### src/rtl/serport_status_pkg.sv
package serport_status_pkg;

    localparam int FIELD_W    = 4;
    localparam int NUM_STICKY = 5;

    // sticky flag slots
    localparam int STK_RXSYNC = 0;
    localparam int STK_TXSYNC = 1;
    localparam int STK_CMP1   = 2;
    localparam int STK_CMP0   = 3;
    localparam int STK_OVR    = 4;

    typedef struct packed {
        logic rx_en;
        logic tx_en;
        logic tx_idle;
    } ctl_t;

endpackage

### src/rtl/sat_counter.sv
module sat_counter #(
    parameter int W    = 4,
    parameter int MAXV = 8
) (
    input  logic         clk,
    input  logic         rst_n,
    input  logic         hold_zero,
    input  logic         load_full,
    input  logic         inc,
    input  logic         dec,
    output logic [W-1:0] count
);
    localparam logic [W-1:0] MAX_C = W'(MAXV);

    logic [W-1:0] cnt_d, cnt_q;

    always_comb begin
        cnt_d = cnt_q;
        if (hold_zero) begin
            cnt_d = '0;
        end else if (load_full) begin
            cnt_d = MAX_C;
        end else if (inc && !dec && cnt_q != MAX_C) begin
            cnt_d = cnt_q + 1'b1;
        end else if (dec && !inc && cnt_q != '0) begin
            cnt_d = cnt_q - 1'b1;
        end
    end

    always_ff @(posedge clk or negedge rst_n) begin
        if (!rst_n) cnt_q <= '0;
        else        cnt_q <= cnt_d;
    end

    assign count = cnt_q;
endmodule

### src/rtl/sticky_bank.sv
module sticky_bank #(
    parameter int N = 5
) (
    input  logic         clk,
    input  logic         rst_n,
    input  logic [N-1:0] set,
    input  logic         clr,
    output logic [N-1:0] flags
);
    logic [N-1:0] flg_d, flg_q;

    generate
        for (genvar i = 0; i < N; i++) begin : g_flag
            // a set in the clearing cycle wins so no event is lost
            always_comb flg_d[i] = set[i] | (flg_q[i] & ~clr);
        end
    endgenerate

    always_ff @(posedge clk or negedge rst_n) begin
        if (!rst_n) flg_q <= '0;
        else        flg_q <= flg_d;
    end

    assign flags = flg_q;
endmodule

### src/rtl/serport_status.sv
module serport_status
    import serport_status_pkg::*;
#(
    parameter int DEPTH = 8
) (
    input  logic        clk,
    input  logic        rst_n,
    input  logic        rx_en,
    input  logic        tx_en,
    input  logic        tx_wr,
    input  logic        tx_xfer,
    input  logic        tx_shift_idle,
    input  logic        rx_load,
    input  logic        rx_rd,
    input  logic        rx_sync_evt,
    input  logic        tx_sync_evt,
    input  logic        cmp1_evt,
    input  logic        cmp0_evt,
    input  logic        stat_rd,
    output logic [31:0] status_word
);
    localparam logic [FIELD_W-1:0] FULL_C = FIELD_W'(DEPTH);
    localparam logic [FIELD_W-1:0] ONE_C  = FIELD_W'(1);

    ctl_t ctl_d, ctl_q;

    logic [FIELD_W-1:0]    rx_cnt, tx_free;
    logic [NUM_STICKY-1:0] stk_set, stk;
    logic                  ovr_evt, tx_rdy, tx_empty, rx_rdy;

    always_comb begin
        ctl_d.rx_en   = rx_en;
        ctl_d.tx_en   = tx_en;
        ctl_d.tx_idle = tx_shift_idle;
    end

    always_ff @(posedge clk or negedge rst_n) begin
        if (!rst_n) ctl_q <= '0;
        else        ctl_q <= ctl_d;
    end

    sat_counter #(.W(FIELD_W), .MAXV(DEPTH)) u_rx_cnt (
        .clk       (clk),
        .rst_n     (rst_n),
        .hold_zero (1'b0),
        .load_full (1'b0),
        .inc       (rx_load),
        .dec       (rx_rd),
        .count     (rx_cnt)
    );

    sat_counter #(.W(FIELD_W), .MAXV(DEPTH)) u_tx_free (
        .clk       (clk),
        .rst_n     (rst_n),
        .hold_zero (!tx_en),
        .load_full (tx_en && !ctl_q.tx_en),
        .inc       (tx_xfer),
        .dec       (tx_wr),
        .count     (tx_free)
    );

    // overrun: a load while an older word remains unread after this cycle
    always_comb begin
        ovr_evt = rx_load && (rx_cnt != '0) && !(rx_rd && rx_cnt == ONE_C);
        stk_set             = '0;
        stk_set[STK_RXSYNC] = rx_sync_evt;
        stk_set[STK_TXSYNC] = tx_sync_evt;
        stk_set[STK_CMP1]   = cmp1_evt;
        stk_set[STK_CMP0]   = cmp0_evt;
        stk_set[STK_OVR]    = ovr_evt;
    end

    sticky_bank #(.N(NUM_STICKY)) u_sticky (
        .clk   (clk),
        .rst_n (rst_n),
        .set   (stk_set),
        .clr   (stat_rd),
        .flags (stk)
    );

    always_comb begin
        rx_rdy   = (rx_cnt != '0);
        tx_rdy   = (tx_free == FULL_C);
        tx_empty = tx_rdy && ctl_q.tx_idle;
        status_word = {rx_cnt, tx_free, 6'b0,
                       ctl_q.rx_en, ctl_q.tx_en, 4'b0,
                       stk[STK_RXSYNC], stk[STK_TXSYNC],
                       stk[STK_CMP1], stk[STK_CMP0], 2'b0,
                       stk[STK_OVR], rx_rdy, 2'b0, tx_empty, tx_rdy};
    end
endmodule

### config.mk
export PLATFORM = sky130hd
export DESIGN_NAME = serport_status
export DESIGN_NICKNAME = d
export VERILOG_FILES = /design/src/rtl/serport_status_pkg.sv /design/src/rtl/sat_counter.sv /design/src/rtl/sticky_bank.sv /design/src/rtl/serport_status.sv
export SDC_FILE = /design/constraint.sdc
export NUM_CORES = 1
export LEC_CHECK = 0
export ABC_AREA = 1
export CORE_MARGIN = 4
export CORE_UTILIZATION = 40
export CTS_CLUSTER_DIAMETER = 40
export CTS_CLUSTER_SIZE = 14
export DETAILED_ROUTE_END_ITERATION = 16
export DONT_BUFFER_PORTS = 1
export PLACE_DENSITY = 0.53
export SETUP_SLACK_MARGIN = 0.4
export SLEW_MARGIN = 40
export SYNTH_ARGS = -nofsm -noshare
export SYNTH_HDL_FRONTEND = slang
export SYNTH_SLANG_ARGS = --single-unit
### constraint.sdc
create_clock -name clk -period 4.36 [get_ports clk]
set_input_delay 0.218 -clock clk [delete_from_list [all_inputs] [get_ports clk]]
set_output_delay 0.218 -clock clk [all_outputs]
set_load 0.02 [all_outputs]
==> qor.json <==
{
  "timing": {
    "max_freq_mhz": 550,
    "timing_max_transition_violations_final": 0,
    "rsz0062_at_grt": "false",
    "finalSetupViolCount": 0,
    "report.final.hold_viol_count": 0,
    "min_period_over_period_pct": 41.7,
    "timing.final.crit_period_ns": 1.82,
    "totalNegativeSetupSlack_ns": 0,
    "finClkSkew_ns": 0.00210,
    "fin_worst_hold_slack_ns": 0.0239
  },
  "logic_synthesis": {
    "ys_seq_area_share_pct": 38.2,
    "syn-instance-count": 127,
    "synthesis_stage_register_bit_count": 16,
    "syn-cell-area_sq_mm": 0.00105,
    "synthesis.yosys.warnings": 0,
    "post_synth_top_area_share_pct": 38.2,
    "post_synth_edffs": 0,
    "yosys.area.top_type": "sky130_fd_sc_hd__dfrtp_1",
    "post_synth_num_cell_types": 21,
    "synth_area_leaders": "sky130_fd_sc_hd__dfrtp_1 38%, sky130_fd_sc_hd__buf_4 14%, sky130_fd_sc_hd__inv_1 8.6%",
    "dominantRegCellSynth": "sky130_fd_sc_hd__dfrtp_1",
    "ys_async_sr_fraction_pct": 100,
    "postSynthAreaPerCell_sq_um": 8.25,
    "yosys.cell_count.top_type": "sky130_fd_sc_hd__inv_1",
    "synth_common_cells": "24 x sky130_fd_sc_hd__inv_1, 19 x sky130_fd_sc_hd__buf_4, 16 x sky130_fd_sc_hd__dfrtp_1, 16 x sky130_fd_sc_hd__nand2_1, 14 x sky130_fd_sc_hd__nand3_1"
  },
  "clock_tree": {
    "tritoncts.num_buffers": 3,
    "clk_path_buf_depth": 2,
    "cts.clk_slew.worst_paths_ns": 0.09,
    "cts_tree": "built",
    "cts_root_buf": "sky130_fd_sc_hd__clkbuf_4",
    "clock-sinks": 16,
    "clk-insertion-delay-late_ns": 0.28,
    "htreeDepth": 1,
    "cts-resized-gates": 0,
    "number_of_buffers_inserted_to_repair_setup_after_cts": 0
  },
  "grt": {
    "grt_first_pass_wirelength_um": 2980,
    "antenna_violations_before_repair": 0,
    "grt_util_all_layers_pct": 11.4,
    "first_global_vias": 698,
    "largest_net_degree_at_the_start_of_global_routing": 17,
    "total_congestion_overflow_after_global_routing": 0
  },
  "setup_path": {
    "crit_buf_inv": 1,
    "crit_arrival_ns": 2.01,
    "max_stage_delay_ns": 0.51,
    "capturing_element_type_of_the_critical_path": "flip-flop",
    "kind_of_cell_adding_the_most_delay_to_the_critical_path": "simple AND/OR/NAND/NOR gates",
    "timing.critical_path.fanout_max": 4,
    "critical_path_class": "reg2reg",
    "timing.critical_path.cells": "inv_1 > nor2_1 > nand2_2 > nand2_2 > ha_1 > nand3_1 > nand3_1 > nand3_1 > nand3_1 > nand2_1 > nand2_1",
    "worstSetupStartpointType": "flip-flop",
    "critPathMostFrequentCell": "sky130_fd_sc_hd__nand3_1",
    "cp.required_ns": 4.55,
    "critical_path_cell_with_the_highest_stage_delay": "sky130_fd_sc_hd__dfrtp_1"
  },
  "finish": {
    "antenna_diodes": 0,
    "area.growth.synth_to_final_pct": 3.35,
    "drive_above_1_share_pct": 9.92,
    "final_nets": 152,
    "layout.core_utilization_pct": 43.7,
    "final_cells": 161
  },
  "die": {
    "floorplan.die.height_um": 59.2,
    "dieArea_sq_mm": 0.00350,
    "pin_count": 46,
    "initial_core_util_pct": 42.3,
    "core.rowCount": 18,
    "chipWidth_um": 59.2,
    "area_inside_the_core_boundary_sq_mm": 0.00248
  },
  "place": {
    "port_buffers": 0,
    "placer_congestion": 0.853,
    "final_hpwl_dp_um": 1480,
    "placed_cells": 151
  },
  "drt": {
    "drtIter0Drc": 23,
    "ant_nets": 0,
    "via_per_inst": 4.61,
    "finalWirelength_um": 1900,
    "route.detailed.wl_per_inst_um": 11.8,
    "via_count": 742,
    "drt_drc_violations_left": 0,
    "drt_pre_antenna_iters": 4
  },
  "job": {
    "max_cap_violations": 0
  },
  "power": {
    "power_density_mw_per_mm2": 476,
    "vdd_ir_drop_max_mv": 0.262,
    "p_leak_nw": 0.599
  },
  "worst_hold_path": {
    "holdCritPathClass": "in2reg"
  },
  "status": {
    "status": "complete, no violations"
  }
}
-- where the power goes --
part,internal [mW],switching (mW)
combinational,0.0620,0.0987
sequential,0.178,0.0786
clock,0.0508,0.0470
total,0.290,0.224
-- final timing paths --
check,startpoint,end,slack (ns),cells after the start
worst max register to register,u_tx_free.count[3],u_tx_free.count[3],2.54,11
worst min-delay path,stat_rd,u_sticky.flags[4],0.02,1
min in group asynchronous,rst_n,u_rx_cnt.count[3],0.36,2
max in group asynchronous,rst_n,status_word[17],3.73,2
worst min register to register,u_sticky.flags[1],u_sticky.flags[1],0.64,2
worst max-delay path,u_tx_free.count[3],u_tx_free.count[3],2.54,11
-- layout by cell type (no fill, tap or decap), types with 2 or more instances in the layout --
master,instances
sky130_fd_sc_hd__nor2_1,8
sky130_fd_sc_hd__ha_1,5
sky130_fd_sc_hd__xor2_1,2
sky130_fd_sc_hd__nand4_1,2
sky130_fd_sc_hd__nand3_1,14
sky130_fd_sc_hd__inv_1,24
sky130_fd_sc_hd__dlygate4sd3_1,5
sky130_fd_sc_hd__conb_1,14
sky130_fd_sc_hd__clkbuf_4,3
sky130_fd_sc_hd__inv_2,2
sky130_fd_sc_hd__o21bai_1,4
sky130_fd_sc_hd__nand2_1,16
sky130_fd_sc_hd__o21ai_0,5
sky130_fd_sc_hd__nand2_2,2
sky130_fd_sc_hd__dfrtp_1,16
-- final cells by class --
class | instances | area, sq um
fill | 260 | 1400
tap | 30 | 37.5
inverter | 26 | 97.6
multi-input combinational | 79 | 455
timing repair buffer | 6 | 55.1
sequential | 16 | 400
clock buffer | 4 | 36.3
-- state kept, by name (all words and copies together) (netlist names) --
register         cells
u_rx_cnt.count       4
ctl_q                1
u_tx_free.count      4
u_sticky.flags       5
status_word          2
-- what timing repair did --
item                                    4_1_cts  5_1_grt
endpoints found under the setup margin        0        0
hold buffers                                  5        1
hold endpoints to repair                     23       16
-- per-layer routing --
layer,part of all wire (%),routed length [um],up-vias,GRT usage [%]
li1,-,-,364,-
met1,38,719,341,12.0
met2,50,941,33,18.3
met3,9.9,187,4,6.32
met4,2.4,46,0,5.50
met5,0,0,-,0
-- cell families after synthesis --
kind of cell             synth area share, %
AND/OR/NAND/NOR                         20.9
buffers and inverters                   22.9
flip-flops                              38.2
AO/OA/AOI/OAI                           6.09
adder cells (fa/ha/maj)                 7.89
XOR/XNOR                                2.51
other                                  0.358
multiplexers                            1.08
-- worst register-to-register path, cell delays in order, from the launching register on --
cell and delay (ns):
sky130_fd_sc_hd__dfrtp_1 0.51, sky130_fd_sc_hd__inv_1 0.13, sky130_fd_sc_hd__nor2_1 0.13, sky130_fd_sc_hd__nand2_2 0.09, sky130_fd_sc_hd__nand2_2 0.12, sky130_fd_sc_hd__ha_1 0.28, sky130_fd_sc_hd__nand3_1 0.09, sky130_fd_sc_hd__nand3_1 0.10
sky130_fd_sc_hd__nand3_1 0.10, sky130_fd_sc_hd__nand3_1 0.08, sky130_fd_sc_hd__nand2_1 0.07, sky130_fd_sc_hd__nand2_1 0.04
-- metrics by stage --
step / worst slack [ns] / power [mW] / area (sq um)
floorplan: 2.70 / 0.399 / 1100
global placement: 2.56 / 0.409 / 991
detailed placement: 2.55 / 0.415 / 991
CTS: 2.52 / 0.526 / 1080
global route: 2.37 / 0.560 / 1080
finish: 2.54 / 0.515 / 1080
Note: power is estimated with default switching activity, not from simulation.
